`src/rtl/paged_nic_pkg.sv`:
```
package paged_nic_pkg;
  localparam int unsigned ADDR_W = 5;
  localparam int unsigned BYTE_W = 8;

  typedef enum logic [1:0] {PG0 = 2'd0, PG1 = 2'd1, PG2 = 2'd2, PG3 = 2'd3} page_e;

  // offsets shared by several pages
  localparam logic [ADDR_W-1:0] OFS_CMD      = 5'h00;
  localparam logic [ADDR_W-1:0] OFS_RSTART   = 5'h01;
  localparam logic [ADDR_W-1:0] OFS_RSTOP    = 5'h02;
  localparam logic [ADDR_W-1:0] OFS_BNDY     = 5'h03;
  localparam logic [ADDR_W-1:0] OFS_TXPG     = 5'h04;
  localparam logic [ADDR_W-1:0] OFS_TXCNT_LO = 5'h05;
  localparam logic [ADDR_W-1:0] OFS_TXCNT_HI = 5'h06;
  localparam logic [ADDR_W-1:0] OFS_STAT     = 5'h07;
  localparam logic [ADDR_W-1:0] OFS_RSA_LO   = 5'h08;
  localparam logic [ADDR_W-1:0] OFS_RSA_HI   = 5'h09;
  localparam logic [ADDR_W-1:0] OFS_RCNT_LO  = 5'h0A;
  localparam logic [ADDR_W-1:0] OFS_RCNT_HI  = 5'h0B;
  localparam logic [ADDR_W-1:0] OFS_RXCFG    = 5'h0C;
  localparam logic [ADDR_W-1:0] OFS_TXCFG    = 5'h0D;
  localparam logic [ADDR_W-1:0] OFS_DCFG     = 5'h0E;
  localparam logic [ADDR_W-1:0] OFS_MASK     = 5'h0F;
  localparam logic [ADDR_W-1:0] OFS_CURPG    = 5'h07;

  // command bits
  localparam int unsigned CB_STOP = 0;
  localparam int unsigned CB_TX   = 2;
  localparam int unsigned CB_RRD  = 3;
  localparam int unsigned CB_RWR  = 4;

  // status bits
  localparam int unsigned SB_TXDONE = 1;
  localparam int unsigned SB_RDMA   = 6;
  localparam int unsigned SB_RESET  = 7;

  localparam logic [BYTE_W-1:0] CMD_RESET  = 8'h22;
  localparam logic [BYTE_W-1:0] STAT_RESET = 8'h80;
  localparam logic [BYTE_W-1:0] IRQ_BITS   = 8'h7F;
  localparam logic [BYTE_W-1:0] TXSTAT_OK  = 8'h01;
endpackage

```
`src/rtl/nic_wide_reg.sv`:
```
module nic_wide_reg #(
  parameter int unsigned WIDTH = 16,
  parameter logic [WIDTH-1:0] INIT = '0
) (
  input  logic               clk,
  input  logic               rst,
  input  logic               wr_lo,
  input  logic               wr_hi,
  input  logic [WIDTH/2-1:0] din,
  output logic [WIDTH-1:0]   q
);
  localparam int unsigned HALF = WIDTH / 2;

  always_ff @(posedge clk) begin
    if (rst) begin
      q <= INIT;
    end else begin
      if (wr_lo) q[HALF-1:0]     <= din;
      if (wr_hi) q[WIDTH-1:HALF] <= din;
    end
  end
endmodule

```
`src/rtl/nic_addr_bank.sv`:
```
module nic_addr_bank #(
  parameter int unsigned NBYTES = 6,
  parameter logic [7:0]  INIT   = 8'h00,
  localparam int unsigned IW    = (NBYTES > 1) ? $clog2(NBYTES) : 1
) (
  input  logic          clk,
  input  logic          rst,
  input  logic          wr_en,
  input  logic [IW-1:0] wr_idx,
  input  logic [7:0]    din,
  input  logic [IW-1:0] rd_idx,
  output logic [7:0]    rd_data
);
  logic [7:0] bytes_w [NBYTES];

  for (genvar i = 0; i < NBYTES; i++) begin : g_byte
    logic [7:0] b_q;
    always_ff @(posedge clk) begin
      if (rst)                                        b_q <= INIT;
      else if (wr_en && (wr_idx == IW'(i)))           b_q <= din;
    end
    assign bytes_w[i] = b_q;
  end

  always_comb begin
    rd_data = 8'h00;
    for (int k = 0; k < NBYTES; k++) begin
      if (rd_idx == IW'(k)) rd_data = bytes_w[k];
    end
  end
endmodule

```
`src/rtl/nic_status_ctrl.sv`:
```
module nic_status_ctrl
  import paged_nic_pkg::*;
(
  input  logic              clk,
  input  logic              rst,
  input  logic              cmd_we,
  input  logic              stat_we,
  input  logic              mask_we,
  input  logic [BYTE_W-1:0] wdata,
  input  logic              rcnt_zero,
  output logic [BYTE_W-1:0] cmd_q,
  output logic [BYTE_W-1:0] stat_q,
  output logic [BYTE_W-1:0] mask_q,
  output logic [BYTE_W-1:0] txstat_q,
  output logic              irq,
  output logic              tx_req
);
  logic [BYTE_W-1:0] cmd_n, stat_n, mask_n, txstat_n;
  logic              tx_n;

  always_comb begin
    cmd_n    = cmd_q;
    stat_n   = stat_q;
    mask_n   = mask_q;
    txstat_n = txstat_q;
    tx_n     = 1'b0;
    if (cmd_we) begin
      cmd_n = wdata;
      if (!wdata[CB_STOP]) begin
        stat_n[SB_RESET] = 1'b0;
        if ((wdata[CB_RRD] || wdata[CB_RWR]) && rcnt_zero) stat_n[SB_RDMA] = 1'b1;
        if (wdata[CB_TX]) begin
          tx_n               = 1'b1;
          txstat_n           = TXSTAT_OK;
          stat_n[SB_TXDONE]  = 1'b1;
          cmd_n[CB_TX]       = 1'b0;
        end
      end
    end
    if (stat_we) stat_n = stat_n & ~(wdata & IRQ_BITS);
    if (mask_we) mask_n = wdata;
  end

  always_ff @(posedge clk) begin
    if (rst) begin
      cmd_q    <= CMD_RESET;
      stat_q   <= STAT_RESET;
      mask_q   <= '0;
      txstat_q <= '0;
      irq      <= 1'b0;
      tx_req   <= 1'b0;
    end else begin
      cmd_q    <= cmd_n;
      stat_q   <= stat_n;
      mask_q   <= mask_n;
      txstat_q <= txstat_n;
      irq      <= |(stat_n & mask_n & IRQ_BITS);
      tx_req   <= tx_n;
    end
  end
endmodule

```
`src/rtl/paged_nic_regs.sv`:
```
module paged_nic_regs
  import paged_nic_pkg::*;
#(
  parameter int unsigned CNT_W         = 16,
  parameter int unsigned STATION_BYTES = 6,
  parameter int unsigned MCAST_BYTES   = 8
) (
  input  logic              clk,
  input  logic              rst,
  input  logic              wr_en,
  input  logic              rd_en,
  input  logic [ADDR_W-1:0] addr,
  input  logic [BYTE_W-1:0] wdata,
  output logic [BYTE_W-1:0] rdata,
  output logic              irq,
  output logic              tx_req,
  output logic [BYTE_W-1:0] tx_page,
  output logic [CNT_W-1:0]  tx_len,
  output logic [CNT_W-1:0]  rdma_addr,
  output logic [CNT_W-1:0]  rdma_len
);
  localparam int unsigned SIW = (STATION_BYTES > 1) ? $clog2(STATION_BYTES) : 1;
  localparam int unsigned MIW = (MCAST_BYTES > 1) ? $clog2(MCAST_BYTES) : 1;
  localparam logic [ADDR_W-1:0] STA_FIRST = 5'h01;
  localparam logic [ADDR_W-1:0] STA_LAST  = ADDR_W'(STATION_BYTES);
  localparam logic [ADDR_W-1:0] MC_FIRST  = 5'h08;
  localparam logic [ADDR_W-1:0] MC_LAST   = ADDR_W'(8 + MCAST_BYTES - 1);

  logic [BYTE_W-1:0] cmd_q, stat_q, mask_q, txstat_q;
  logic [BYTE_W-1:0] rstart_q, rstop_q, bndy_q, txpg_q, curpg_q;
  logic [BYTE_W-1:0] rxcfg_q, txcfg_q, dcfg_q;
  logic [BYTE_W-1:0] sta_rd, mc_rd, rd_mux;
  page_e             page;
  logic              cmd_we, p0_we, p1_we, in_sta, in_mc;
  logic [SIW-1:0]    sta_idx;
  logic [MIW-1:0]    mc_idx;

  assign page   = page_e'(cmd_q[7:6]);
  assign cmd_we = wr_en && (addr == OFS_CMD);
  assign p0_we  = wr_en && (addr != OFS_CMD) && (page == PG0);
  assign p1_we  = wr_en && (addr != OFS_CMD) && (page == PG1);
  assign in_sta = (addr >= STA_FIRST) && (addr <= STA_LAST);
  assign in_mc  = (addr >= MC_FIRST) && (addr <= MC_LAST);
  assign sta_idx = SIW'(addr - STA_FIRST);
  assign mc_idx  = MIW'(addr - MC_FIRST);

  nic_status_ctrl u_stat (
    .clk      (clk),
    .rst      (rst),
    .cmd_we   (cmd_we),
    .stat_we  (p0_we && (addr == OFS_STAT)),
    .mask_we  (p0_we && (addr == OFS_MASK)),
    .wdata    (wdata),
    .rcnt_zero(rdma_len == '0),
    .cmd_q    (cmd_q),
    .stat_q   (stat_q),
    .mask_q   (mask_q),
    .txstat_q (txstat_q),
    .irq      (irq),
    .tx_req   (tx_req)
  );

  nic_wide_reg #(.WIDTH(CNT_W)) u_txcnt (
    .clk(clk), .rst(rst),
    .wr_lo(p0_we && (addr == OFS_TXCNT_LO)),
    .wr_hi(p0_we && (addr == OFS_TXCNT_HI)),
    .din(wdata), .q(tx_len));

  nic_wide_reg #(.WIDTH(CNT_W)) u_rsa (
    .clk(clk), .rst(rst),
    .wr_lo(p0_we && (addr == OFS_RSA_LO)),
    .wr_hi(p0_we && (addr == OFS_RSA_HI)),
    .din(wdata), .q(rdma_addr));

  nic_wide_reg #(.WIDTH(CNT_W)) u_rcnt (
    .clk(clk), .rst(rst),
    .wr_lo(p0_we && (addr == OFS_RCNT_LO)),
    .wr_hi(p0_we && (addr == OFS_RCNT_HI)),
    .din(wdata), .q(rdma_len));

  nic_addr_bank #(.NBYTES(STATION_BYTES), .INIT(8'h00)) u_station (
    .clk(clk), .rst(rst),
    .wr_en(p1_we && in_sta), .wr_idx(sta_idx), .din(wdata),
    .rd_idx(sta_idx), .rd_data(sta_rd));

  nic_addr_bank #(.NBYTES(MCAST_BYTES), .INIT(8'hFF)) u_mcast (
    .clk(clk), .rst(rst),
    .wr_en(p1_we && in_mc), .wr_idx(mc_idx), .din(wdata),
    .rd_idx(mc_idx), .rd_data(mc_rd));

  always_ff @(posedge clk) begin
    if (rst) begin
      rstart_q <= '0; rstop_q <= '0; bndy_q <= '0; txpg_q <= '0;
      rxcfg_q  <= '0; txcfg_q <= '0; dcfg_q <= '0; curpg_q <= '0;
    end else begin
      if (p0_we) begin
        case (addr)
          OFS_RSTART: rstart_q <= wdata;
          OFS_RSTOP:  rstop_q  <= wdata;
          OFS_BNDY:   bndy_q   <= wdata;
          OFS_TXPG:   txpg_q   <= wdata;
          OFS_RXCFG:  rxcfg_q  <= wdata;
          OFS_TXCFG:  txcfg_q  <= wdata;
          OFS_DCFG:   dcfg_q   <= wdata;
          default: ;
        endcase
      end
      if (p1_we && (addr == OFS_CURPG)) curpg_q <= wdata;
    end
  end

  assign tx_page = txpg_q;

  always_comb begin
    rd_mux = '0;
    if (addr == OFS_CMD) begin
      rd_mux = cmd_q;
    end else begin
      case (page)
        PG0: case (addr)
          OFS_BNDY: rd_mux = bndy_q;
          OFS_TXPG: rd_mux = txstat_q;
          OFS_STAT: rd_mux = stat_q;
          default:  rd_mux = '0;
        endcase
        PG1: begin
          if (in_sta)                   rd_mux = sta_rd;
          else if (addr == OFS_CURPG)   rd_mux = curpg_q;
          else if (in_mc)               rd_mux = mc_rd;
        end
        PG2: case (addr)
          OFS_RSTART: rd_mux = rstart_q;
          OFS_RSTOP:  rd_mux = rstop_q;
          OFS_TXPG:   rd_mux = txpg_q;
          OFS_RXCFG:  rd_mux = rxcfg_q;
          OFS_TXCFG:  rd_mux = txcfg_q;
          OFS_DCFG:   rd_mux = dcfg_q;
          OFS_MASK:   rd_mux = mask_q;
          default:    rd_mux = '0;
        endcase
        default: rd_mux = '0;
      endcase
    end
  end

  always_ff @(posedge clk) begin
    if (rst)        rdata <= '0;
    else if (rd_en) rdata <= rd_mux;
  end
endmodule

```
`config.mk`:
```
export PLATFORM = sky130hd
export DESIGN_NAME = paged_nic_regs
export DESIGN_NICKNAME = d
export VERILOG_FILES = /design/src/rtl/paged_nic_pkg.sv /design/src/rtl/nic_wide_reg.sv /design/src/rtl/nic_addr_bank.sv /design/src/rtl/nic_status_ctrl.sv /design/src/rtl/paged_nic_regs.sv
export SDC_FILE = /design/constraint.sdc
export NUM_CORES = 1
export LEC_CHECK = 0
export ABC_AREA = 1
export BUFFER_PORTS_ARGS = -buffer_cell sky130_fd_sc_hd__buf_2
export CORE_MARGIN = 4
export CORE_UTILIZATION = 57
export CTS_CLUSTER_SIZE = 12
export DETAILED_ROUTE_END_ITERATION = 16
export GPL_ROUTABILITY_DRIVEN = 0
export HOLD_SLACK_MARGIN = 0.02
export PLACE_DENSITY_LB_ADDON = 0.12
export SKIP_CTS_REPAIR_TIMING = 1
export SYNTH_ARGS = -nofsm -noshare
export SYNTH_HDL_FRONTEND = slang
export SYNTH_SLANG_ARGS = --single-unit
export TNS_END_PERCENT = 100
```
`constraint.sdc`:
```
create_clock -name clk -period 4.25 [get_ports clk]
set_input_delay 0.85 -clock clk [delete_from_list [all_inputs] [get_ports clk]]
set_output_delay 0.85 -clock clk [all_outputs]
set_load 0.05 [all_outputs]
```
---- Word-level counts from Yosys, hierarchy flattened ----
Cells that the tools add are included.
cells by class
  multiplexer cells ....................... 31
  bitwise logic cells ..................... 5
  multiply operators ...................... 0
  eq/ne operators ......................... 29
  div/mod/pow operators ................... 0
  order comparisons ....................... 4
  shift operators ......................... 0
  reduce and logical (&&, ||, !) cells .... 49
  $add $sub $neg .......................... 2
operators by type and width
  kind                                                               count
  two-way mux 8 bit                                                  20
  one-hot mux 8 bit (7 select lines)                                 1
  one-hot mux 8 bit (3 select lines)                                 2
  == test 5 x 4 -> 1 bit, second input constant                      8
  logical AND 1 bit                                                  32
  == test 5 x 3 -> 1 bit, second input constant                      4
  == test 3 bit, second input constant                               6
  logical NOT 16 bit                                                 1
  AND reduction 2 bit                                                7
  == test 3 x 2 -> 1 bit, second input constant                      4
  == test 5 x 2 -> 1 bit, second input constant                      2
  AND 8 bit                                                          1
  NOT 7 -> 8 bit                                                     1
  AND 7 bit                                                          1
  OR reduction 7 bit                                                 1
  == test 3 x 1 -> 1 bit, second input constant                      2
  logical NOT 3 bit                                                  2
  two-way mux 1 bit                                                  6
  subtractor 3 x 1 -> 3 bit, second input constant                   2
  == test 5 x 1 -> 1 bit, second input constant                      1
  greater-or-equal comparator 5 x 1 -> 1 bit, second input constant  1
  greater-or-equal comparator 5 x 4 -> 1 bit, second input constant  1
  <= comparator 5 x 3 -> 1 bit, second input constant                1
  <= comparator 5 x 4 -> 1 bit, second input constant                1
  10 further kinds                                                   12
storage, ports and cells
  output and inout port bits .............. 66
  memory bits (writable) .................. 0
  input bits .............................. 17
  memory bits (read-only) ................. 0
  memories ................................ 0
  latch bits .............................. 0
  bits in registers ....................... 259
  logic and storage cells ................. 155

---- Depth between registers and ports, before layout ----
Gate-level depths: netlist of run 1.
  word-level depth ........................ 15
  depth in mapped cells ................... 15
  depth with buffers taken out ............ 14

---- Cells and area by module ----
Synthesis of run 1 repeated with hierarchy kept, for this count alone.
unflattened totals
  cells, all modules ...................... 1802
  area total of the unflattened synthesis .. 12324.3 um^2
modules (own cells, without submodules)
  module                      times used  cells each  area an instance (um^2)
  paged_nic_regs              1           662         4176.5
  nic_addr_bank at u_mcast    1           401         2954.1
  nic_addr_bank at u_station  1           308         2124.5
  nic_wide_reg                3           94          656.9
  nic_status_ctrl             1           149         1098.6

---- Worst setup path after synthesis of run 1 ----
OpenSTA, ideal clock, no wires.
  path kind ............................... input to register
  start ................................... in addr[0]
  end ..................................... reg u_mcast.g_byte[1].b_q[0]
  arrival ................................. 2187 ps
  cell stages on the path ................. 14
  setup slack ............................. 1925 ps
  buffers on the path ..................... 2
  cell sequence ........................... buf_4 > nor2_4 > nand2_4 > inv_2 > nand2_1 > nand2_2 > nor2_2 > inv_4 > nor2_4 > inv_4 > nor2_4 > inv_2 > buf_2 > o211ai_1
between the ends
  cells in the longest elaborated chain, start to end .. 5
RTL lines
  what                                                                               line                  RTL
  from (decl)                                                                        paged_nic_regs.sv:12  input logic [ADDR_W-1:0] addr,
  parallel branches: the longest is 4 deep, another holds subtractor 3 x 1 -> 3 bit  -
  logical AND 1 bit (*)                                                              nic_addr_bank.sv:20   else if (wr_en && (wr_idx == IW'(i))) b_q <= din;
  to (signal assigned)                                                               nic_addr_bank.sv:20
  to (decl)                                                                          nic_addr_bank.sv:17   logic [7:0] b_q;
Mark *: on every way between the ends.
A chain may end at the register's enable or synchronous reset.

---- Worst setup path in the final report of run 1 ----
  start ................................... in addr[2]
  end ..................................... reg curpg_q[4]
between the ends
  cells in the longest elaborated chain, start to end .. 4
RTL lines
  what                             line                   RTL
  nonzero test 5 bit               paged_nic_regs.sv:41   assign p1_we = wr_en && (addr != OFS_CMD) && (page == PG1);
  logical AND 1 bit (2 in series)  paged_nic_regs.sv:41
  logical AND 1 bit (*)            paged_nic_regs.sv:108  if (p1_we && (addr == OFS_CURPG)) curpg_q <= wdata;
  to (signal assigned)             paged_nic_regs.sv:108
  to (decl)                        paged_nic_regs.sv:30   logic [BYTE_W-1:0] rstart_q, rstop_q, bndy_q, txpg_q, curpg_q;
Mark *: on every way between the ends. The rest lies on a longest branch, timed or not.

==> results by group, run 1 <==
Status
  • Status: complete, no violations

Worst setup path
  • CP arrival: between 3000 and 4000 ps
  • Setup crit end: curpg_q[4]
  • Crit path max fanout: 21
  • CP startpoint kind: primary input
  • Critical Path End Type: flop
  • RR Endpoint: txcfg_q[0]
  • CP Launch Point: addr[2]
  • Data required, critical path: 4710 ps
  • Setup slack, reg-to-reg: 1880 ps
  • CP Class: primary input to flop
  • R2R depth: 7
  • Worst r2r src: u_stat.cmd_q[7]

GRT
  • Vias in the first global route: 9020
  • Total grt overflow: 0
  • Met3 Use GR: 0.0629
  • Initial antenna violation count: 0
  • Largest net degree at the start of global routing: ~130
  • GR peak layer: met1
  • Total GRT Usage: 0.296
  • Met1 Use GR: 0.452
  • First-pass GRT wire length: 51300 um
  • GRT met2 Usage: 0.429

Layout
  • Share of layout cells above drive strength 1: 0.124
  • Most common cell after layout, fill and taps aside: nand2_1
  • Commonest non-fill, non-tap cells in the layout: 303 x nand2_1, 259 x dfxtp_1, 212 x a21oi_1
  • Area growth syn-to-layout: 11.1%
  • Finished Cell Area: 12100 um^2
  • Nets: 1500
  • Final instance count without filler cells: 1731
  • Reg area: 5180 um^2
  • Fill cells: around 1700
  • Multi-input logic area: 4830 um^2
  • Antenna cell count: 0

Placement
  • Placed cells: 1688
  • DP Wirelength: 21200 um
  • Buffers on Ports: about 80
  • Post-Place Setup Slack: 822 ps
  • Total placed instance area: 11200 um^2

Timing
  • Max-slew violations: 0
  • Slew headroom: 0.182
  • Period utilisation layout: 0.703
  • Setup violators final: 0
  • FMAX: 335 MHz
  • Hold Fails Final Rpt: 0
  • Setup TNS: 0 ps
  • Unrepaired setup endpoints after global routing: false
  • Measured slew at the worst slew-check pin: 1230 ps
  • Final WS setup: 1260 ps
  • Clock Skews: ~8.6 ps
  • Final min period: 2990 ps

Detailed routing
  • Via count: 10100
  • Pre-Repair DR Iteration Count: 6
  • Final wirelength: about 32000 um
  • Initial DRC count: 1284
  • Post-DRT Antenna Nets: 0
  • Wirelength per Cell: 18.7 um
  • Drt via density: between 5 and 6
  • DRC violations left: 0

Clock network
  • H-tree depth: 1
  • Clk slew on worst S/H paths: 60 ps
  • Root Driver: clkbuf_16
  • CTS Buffer Depth: 3
  • Worst-Skew Late Latency: 530 ps
  • CTS tree: yes
  • CTS buffer count: 27
  • Clk sinks: 259

Synthesis
  • Post-Syn Instances: 1455
  • Mapped Avg Cell Area: 7.46 um^2
  • Yosys reg bits: 259
  • Syn. warnings: 0
  • Cell variety after synth: 33
  • Syn Nets: about 1500
  • Mapped Area: between 10000 and 15000 um^2
  • Post-synthesis sequential area ratio: 0.478

Floorplan
  • Die footprint: 21300 um^2
  • Initial Utilization: 0.580
  • Cell Rows: 50
  • I/O Pins: 83
  • Die width: 146 um
  • Core box area: 18700 um^2
  • Die Y: ~150 um

Pwr
  • Clk pwr share: 0.446
  • Pleak: between 0.005 and 0.006 uW
  • Peak VDD IR: around 0.29 mV
  • Part of the power in registers: 0.488
  • Logic gate share of total power: 0.067
  • Power Density: 418 nW/um^2
  • Overall Power: ~5000 uW
  • Power Internal: ~3800 uW
  • Switching part of the total power: 0.239
  • Switching pwr: 1210 uW

Hold path
  • Worst hold path class: flop to flop

Job
  • Maxcap violations: 0
logic make-up after synthesis:
group | after synthesis | synth area share
flip-flops | 259 | 0.478
AND/OR/NAND/NOR | 527 | 0.208
buffers and inverters | 200 | 0.0769
AO/OA/AOI/OAI | 469 | 0.237
worst min path at each step:
| stage | from | endpoint | cells past startpoint |
|---|---|---|---|
| final | u_station.g_byte[1].b_q[5] | u_station.g_byte[1].b_q[5] | 2 |
| after global routing | u_station.g_byte[2].b_q[5] | u_station.g_byte[2].b_q[5] | 2 |
| after CTS | u_station.g_byte[1].b_q[5] | u_station.g_byte[1].b_q[5] | 2 |
| after detailed placement | u_station.g_byte[1].b_q[5] | u_station.g_byte[1].b_q[5] | 2 |
| after global placement | u_station.g_byte[1].b_q[0] | u_station.g_byte[1].b_q[0] | 2 |
| after floorplan | u_station.g_byte[1].b_q[0] | u_station.g_byte[1].b_q[0] | 2 |
synth_stat cells (all sizes together):
master  number  area share
a21oi      212       0.098
nand2      307        0.11
nor2       137       0.056
o21a         7      0.0048
or2         11      0.0063
a21boi       1     0.00069
nand3       48       0.023
o21ai      165       0.076
nand3b       1     0.00069
nand4       16      0.0092
o22ai        1     0.00058
and3         2      0.0012
inv         98       0.034
nor3         4      0.0018
o211ai      70       0.048
buf         42       0.022
a22oi        5      0.0035
a211oi       8      0.0055
nor4         1      0.0020
clkinv       5      0.0017
dfxtp      259        0.48
clkbuf      55       0.019
state kept, by name, indices dropped and copies added, names as in the netlist, 16 cells and up:
signal                flops
u_mcast.g_byte.b_q       64
u_rsa.q                  16
u_txcnt.q                16
u_station.g_byte.b_q     48
u_rcnt.q                 16
metrics by stage:
| stage | utilization | hold WS, ps |
|---|---|---|
| 2_1_floorplan | - | 425 |
| 6_report | 0.645 | 449 |
| 3_5_place_dp | 0.600 | 443 |
| 3_3_place_gp | 0.600 | 437 |
| 4_1_cts | 0.645 | 450 |
| 5_1_grt | 0.645 | 478 |
layout make-up:
| type | instances | area share |
|---|---|---|
| clock buffers | 40 | 0.0651 |
| clock inverters | 3 | 0.00332 |
| inverters | 103 | 0.0327 |
| multi-input cells | 996 | 0.401 |
| flip-flops and latches | 259 | 0.430 |
| well taps | 234 | 0.0243 |
| repair buffers | 96 | 0.0438 |
worst max-delay path: stages:
cell,delay [ps]
buf_2,200
inv_1,360
nor2_2,570
inv_2,220
nor2_4,380
inv_1,100
nor2_2,430
o21ai_0,160
a21oi_1,160
per-layer routing:
layer | vias up | wire length (um)
met5 | - | 0
met4 | 0 | 655
met3 | 53 | 3290
met2 | 499 | 13800
met1 | 4646 | 14700
li1 | 4920 | -
power by group through the flow:
stage / clock, uW / sequential [uW] / combinational (uW)
after floorplan: 0 / 2540 / 185
after global placement: 0 / 2510 / 328
after detailed placement: 0 / 2510 / 329
after CTS: 2270 / 2460 / 330
after global routing: 2380 / 2460 / 360
final: 2250 / 2460 / 335
No activity file was read; power rests on OpenSTA's default activity.
==> run 2: changes to the inputs <==
- CORE_UTILIZATION: 57 -> 54
- clock period: 4.25 -> 2.4 ns (I/O delays scaled with it)
==> run 2 against run 1 <==
Clock power increased by 82%. Sequential power increased by 77%. Via count increased by 0.64%. Non-clock buffer count increased by 48. Worst hold slack got worse by 190 ps. Power increased by 80%. Critical path depth decreased by 2.
==> results by group, run 2 (same netlist as run 1, synthesis figures left out) <==
Status
  • Status: complete, no violations (unchanged)

Worst setup path
  • Worst r2r src: u_stat.cmd_q[7] (unchanged)
  • Setup slack, reg-to-reg: 250 ps (was 1880 ps)
  • CP Class: flop to flop (was primary input to flop)
  • CP Cell Sequence: inv_1 > nand2_1 > nor2_1 > nand3_2 > nor2_1 > o21ai_0 > a21oi_1 (was buf_2 > inv_1 > nor2_2 > inv_2 > nor2_4 > inv_1 > nor2_2 > o21ai_0 > a21oi_1)
  • Worst path top cell family by delay: simple AND/OR/NAND/NOR gates (unchanged)
  • Crit path largest cell delay: 710 ps (was 570 ps)
  • Data required, critical path: 2860 ps (was 4710 ps)
  • RR Endpoint: tx_page[5] (was txcfg_q[0])
  • Crit-path most repeated cell: nor2_1
  • Crit path depth: 7 (was 9)
  • CP startpoint kind: flop (was primary input)
  • Buf/Inv on CP: 1 (was 4)
  • Slowest-stage cell, CP: nor2_1 (was nor2_2)
  • R2R depth: 7 (unchanged)
  • CP arrival: 2600 ps (was 3440 ps)
  • Crit path max fanout: 16 (was 21)
  • Critical Path End Type: flop (unchanged)

Floorplan
  • Die width: 150 um (was 146 um)
  • Core box area: 19600 um^2 (was 18700 um^2)
  • Initial Utilization: 0.554 (was 0.580)
  • Die footprint: 22400 um^2 (was 21300 um^2)
  • Cell Rows: 51 (was 50)
  • Die Y: 150 um (was 146 um)
  • I/O Pins: 83 (unchanged)

Pwr
  • Peak VDD IR: 0.616 mV (was 0.286 mV)
  • Power Density: 726 nW/um^2 (was 418 nW/um^2)
  • Pleak: 0.00575 uW (was 0.00549 uW)

Layout
  • Largest reg by FF count: u_mcast.g_byte.b_q (unchanged)
  • Largest register FFs: 64 (unchanged)
  • Most common cell after layout, fill and taps aside: nand2_1 (unchanged)
  • Nets: 1548 (was 1500)
  • Finished Cell Area: 12500 um^2 (was 12100 um^2)
  • Area growth syn-to-layout: 15.5% (was 11.1%)
  • Largest regs: u_mcast.g_byte.b_q: 64 flops, u_station.g_byte.b_q: 48 flops (unchanged)
  • Commonest non-fill, non-tap cells in the layout: 303 x nand2_1, 259 x dfxtp_1, 212 x a21oi_1 (unchanged)
  • Final instance count without filler cells: 1811 (was 1731)
  • Share of layout cells above drive strength 1: 0.152 (was 0.124)

Clock network
  • Root Driver: clkbuf_16 (unchanged)
  • Worst-Skew Late Latency: 530 ps (about the same)
  • CTS tree: yes (unchanged)
  • Clk sinks: 259 (unchanged)
  • H-tree depth: 1 (unchanged)
  • CTS buffer count: 27 (unchanged)
  • Clk slew on worst S/H paths: 60 ps (about the same)
  • CTS Buffer Depth: 3 (unchanged)

Detailed routing
  • Initial DRC count: 952 (was 1284)
  • Post-DRT Antenna Nets: 0 (unchanged)
  • Final wirelength: 32400 um (about the same)
  • DRC violations left: 0 (unchanged)
  • Pre-Repair DR Iteration Count: 5 (was 6)
  • Via count: 10200 (was 10100)
  • Drt via density: 5.62 (was 5.85)
  • Wirelength per Cell: 17.9 um (was 18.7 um)

Timing
  • Worst hold slack: 255 ps (was 449 ps)
  • Setup TNS: 0 ps (unchanged)
  • Measured slew at the worst slew-check pin: 866 ps (was 1230 ps)
  • FMAX: around 470 MHz
  • Slew headroom: 0.421 (was 0.182)
  • Final min period: 2150 ps
  • Period utilisation layout: 0.895
  • Clock Skews: 11.1 ps (was 8.63 ps)
  • Unrepaired setup endpoints after global routing: false (unchanged)
  • Setup violators final: 0 (unchanged)
  • Max-slew violations: 0 (unchanged)
  • Hold Fails Final Rpt: 0 (unchanged)

GRT
  • Largest net degree at the start of global routing: 62 (was 125)
  • Initial antenna violation count: 0 (unchanged)
  • Vias in the first global route: 9112 (was 9020)
  • Total GRT Usage: 0.286 (was 0.296)
  • First-pass GRT wire length: 51000 um (was 51300 um)
  • Total grt overflow: 0 (unchanged)

Placement
  • Total placed instance area: 11700 um^2 (was 11200 um^2)
  • DP Wirelength: 21500 um (was 21200 um)
  • Buffers on Ports: 82 (unchanged)
  • Placed cells: 1767 (was 1688)

Hold path
  • Hold path depth: 3 (was 2)
  • Worst hold path class: primary input to flop (was flop to flop)
  • Min-Delay Endpoint: u_mcast.g_byte[2].b_q[1] (was u_station.g_byte[1].b_q[5])
  • Beginning of the worst hold path: wdata[1] (was u_station.g_byte[1].b_q[5])

Job
  • Maxcap violations: 0 (unchanged)
==> run 2: cell type report <==
class / instances / area, um^2
antenna: 1 / 2.50
clock buffer: 39 / 781
clock inverter: 4 / 73.8
fill: 1793 / 7060
inverter: 103 / 394
multi-input combinational: 996 / 4830
sequential: 259 / 5180
tap: 265 / 332
timing repair buffer: 144 / 926
==> run 2: per-stage QoR <==
stage	power [uW]	utilization	worst slack, ps
after global routing	9370	0.639	68.2
final	9090	0.640	251
after CTS	9110	0.639	299
after global placement	5070	0.596	48.5
after floorplan	4830	-	445
after detailed placement	5080	0.596	29.5
==> run 2: how the worst max path moves through the flow <==
stage,start,end,slack (ps)
5_1_grt,u_stat.cmd_q[7],u_txcnt.q[15],70
3_3_place_gp,addr[0],rdata[2],50
6_report,u_stat.cmd_q[7],tx_page[5],250
4_1_cts,u_stat.cmd_q[7],tx_page[5],300
2_1_floorplan,addr[0],u_mcast.g_byte[1].b_q[0],440
3_5_place_dp,addr[0],rdata[0],30
==> run 2: where the power goes <==
group | internal, uW | leakage, uW | switching (uW)
sequential | 4330 | 0.00209 | 19.0
clock | 2440 | 0.000420 | 1650
combinational | 166 | 0.00324 | 481
total | 6940 | 0.00575 | 2160
==> run 2: layer usage <==
metal,GRT usage,wire length [um]
met1,0.424,14700
met3,0.0545,3020
met4,0.0842,837
met5,0,0
met2,0.423,13800
==> run 2: worst register-to-register path: cells and delay by family, from the launching register on <==
kind,cells,cell delay [ps]
buf+inv,1,130
simple gates,4,1280
flops,1,320
compound gates,2,340
==> run 3: changes to the inputs <==
- PLACE_DENSITY: not set -> 0.8
- PLACE_DENSITY_LB_ADDON: 0.12 -> not set
==> run 3 against run 2 <==
Setup slack got worse by 100 ps. Worst hold slack better by 0.66 ps. Power down 2.0%. Wire length down 1.9%. Global-route usage down 0.84 points. Sequential power hardly changed. Clock power shrank 4%. Cell count shrank 0.11%. Clock-buffer cell count down 3. Cell area shrank 0.39%. Sequential share of layout area rose by 0.16 points. Largest cell class unchanged.
==> results by group, run 3 (same netlist as run 1, synthesis figures left out) <==
Status
  • Status: complete, no violations (unchanged)

Worst setup path
  • CP arrival: 2710 ps (was 2600 ps)
  • Crit-path most repeated cell: nor2_1 (unchanged)
  • Data required, critical path: 2860 ps (about the same)
  • Critical Path End Type: flop (unchanged)
  • Slowest-stage cell, CP: nor2_1 (unchanged)
  • Crit path max fanout: 16 (unchanged)
  • RR Endpoint: rstart_q[1] (was tx_page[5])
  • R2R depth: 7 (unchanged)
  • CP Class: flop to flop (unchanged)
  • CP Cell Sequence: inv_1 > nand2_1 > nor2_1 > nand3_2 > nor2_1 > o21ai_0 > a21oi_1 (unchanged)
  • Setup slack, reg-to-reg: 150 ps (was 250 ps)
  • Crit path largest cell delay: 710 ps (about the same)
  • Worst r2r src: u_stat.cmd_q[7] (unchanged)
  • CP startpoint kind: flop (unchanged)

Clock network
  • Worst-Skew Late Latency: 540 ps (was 530 ps)
  • H-tree depth: 1 (unchanged)
  • CTS Buffer Depth: 3 (unchanged)
  • CTS tree: yes (unchanged)
  • CTS buffer count: 27 (unchanged)
  • Clk sinks: 259 (unchanged)
  • Root Driver: clkbuf_16 (unchanged)
  • Clk slew on worst S/H paths: 60 ps (about the same)

Timing
  • Clock Skews: 7.07 ps (was 11.1 ps)
  • Worst hold slack: 256 ps (was 255 ps)
  • FMAX: 444 MHz (was 465 MHz)
  • Measured slew at the worst slew-check pin: 874 ps (was 866 ps)
  • Unrepaired setup endpoints after global routing: false (unchanged)
  • Setup violators final: 0 (unchanged)
  • Slew headroom: 0.415 (was 0.421)
  • Final min period: 2250 ps (was 2150 ps)
  • Max-slew violations: 0 (unchanged)
  • Hold Fails Final Rpt: 0 (unchanged)
  • Period utilisation layout: 0.939 (was 0.895)

GRT
  • Largest net degree at the start of global routing: 49 (was 62)
  • First-pass GRT wire length: 50100 um (was 51000 um)
  • Vias in the first global route: 9475 (was 9112)
  • Total GRT Usage: 0.277 (was 0.286)
  • Total grt overflow: 0 (unchanged)
  • Initial antenna violation count: 0 (unchanged)

Hold path
  • Worst hold path class: primary input to flop (unchanged)
  • Beginning of the worst hold path: wdata[1] (unchanged)
  • Hold path depth: 3 (unchanged)
  • Min-Delay Endpoint: u_mcast.g_byte[2].b_q[1] (unchanged)

Pwr
  • Pleak: 0.00573 uW (was 0.00575 uW)
  • Overall Power: 8920 uW (was 9090 uW)
  • Power Density: 714 nW/um^2 (was 726 nW/um^2)
  • Peak VDD IR: 0.518 mV (was 0.616 mV)

Layout
  • Area growth syn-to-layout: 15.0% (was 15.5%)
  • Share of layout cells above drive strength 1: 0.152 (about the same)
  • Largest register FFs: 64 (unchanged)
  • Multi-input logic area: 4830 um^2 (unchanged)
  • Final instance count without filler cells: 1809 (was 1811)
  • Commonest non-fill, non-tap cells in the layout: 303 x nand2_1, 259 x dfxtp_1, 212 x a21oi_1 (unchanged)
  • Antenna cell count: 0 (was 1)
  • Nets: 1548 (unchanged)
  • Most common cell after layout, fill and taps aside: nand2_1 (unchanged)
  • Final Core Density: 0.637 (was 0.640)
  • Largest regs: u_mcast.g_byte.b_q: 64 flops, u_station.g_byte.b_q: 48 flops (unchanged)
  • Fill cells: 1681 (was 1793)
  • Reg area: 5180 um^2 (unchanged)
  • Largest reg by FF count: u_mcast.g_byte.b_q (unchanged)

Detailed routing
  • Post-DRT Antenna Nets: 0 (unchanged)
  • Via count: 10400 (was 10200)
  • Drt via density: 5.73 (was 5.62)
  • DRC violations left: 0 (unchanged)
  • Final wirelength: 31800 um (was 32400 um)
  • Wirelength per Cell: 17.6 um (was 17.9 um)
  • Pre-Repair DR Iteration Count: 5 (unchanged)
  • Initial DRC count: 1247 (was 952)

Placement
  • Buffers on Ports: 82 (unchanged)
  • DP Wirelength: 21100 um (was 21500 um)
  • Placed cells: 1767 (unchanged)

Floorplan
  • Cell Rows: 51 (unchanged)
  • Die footprint: 22400 um^2 (unchanged)
  • Die width: 150 um (unchanged)
  • I/O Pins: 83 (unchanged)
  • Core box area: 19600 um^2 (unchanged)
  • Initial Utilization: 0.554 (unchanged)
  • Die Y: 150 um (unchanged)

Job
  • Maxcap violations: 0 (unchanged)
==> run 3: worst max-delay path by stage <==
stage / slack, ps / endpoint / start / cells past startpoint
detailed placement: -70 / rstart_q[1] / addr[3] / 8
global route: 6 / rstart_q[1] / u_stat.cmd_q[7] / 7
CTS: 200 / u_txcnt.q[15] / u_stat.cmd_q[7] / 7
floorplan: 440 / u_mcast.g_byte[1].b_q[0] / addr[0] / 14
finish: 150 / rstart_q[1] / u_stat.cmd_q[7] / 7
global placement: -20 / rdata[4] / addr[0] / 13
==> run 3: final cells by class <==
type | count | area share
flip-flops and latches | 259 | 0.415
multi-input cells | 996 | 0.387
repair buffers | 144 | 0.0742
clock buffers | 36 | 0.0601
inverters | 103 | 0.0316
well taps | 265 | 0.0266
clock inverters | 6 | 0.00471
==> run 3: report_power, final <==
| part | total [uW] | leakage (uW) | switching [uW] | internal, uW |
|---|---|---|---|---|
| clock | 3930 | 0.000402 | 1660 | 2270 |
| combinational | 637 | 0.00324 | 473 | 164 |
| sequential | 4350 | 0.00209 | 19.5 | 4330 |
| total | 8920 | 0.00573 | 2150 | 6760 |
==> run 3: critical path: cells and delay by family, from the launching register on <==
family                 cells  cell delay, ps
AND/OR/NAND/NOR            4            1290
AO/OA/AOI/OAI              2             400
flip-flops                 1             330
buffers and inverters      1             150
==> run 3: layer usage <==
metal | up-vias | track usage | routed length (um)
li1 | 5021 | - | -
met1 | 4713 | 0.399 | 13900
met2 | 543 | 0.417 | 13600
met3 | 83 | 0.0566 | 3290
met4 | 0 | 0.0919 | 1040
met5 | - | 0 | 0
==> run 3: stage by stage <==
step	cell area (um^2)	setup slack [ps]	setup TNS (ps)
finish	12500	147	0
detailed placement	11700	-65.3	-147
global placement	11700	-25.0	-36.5
floorplan	10900	445	0
global route	12500	5.98	0
CTS	12500	199	0
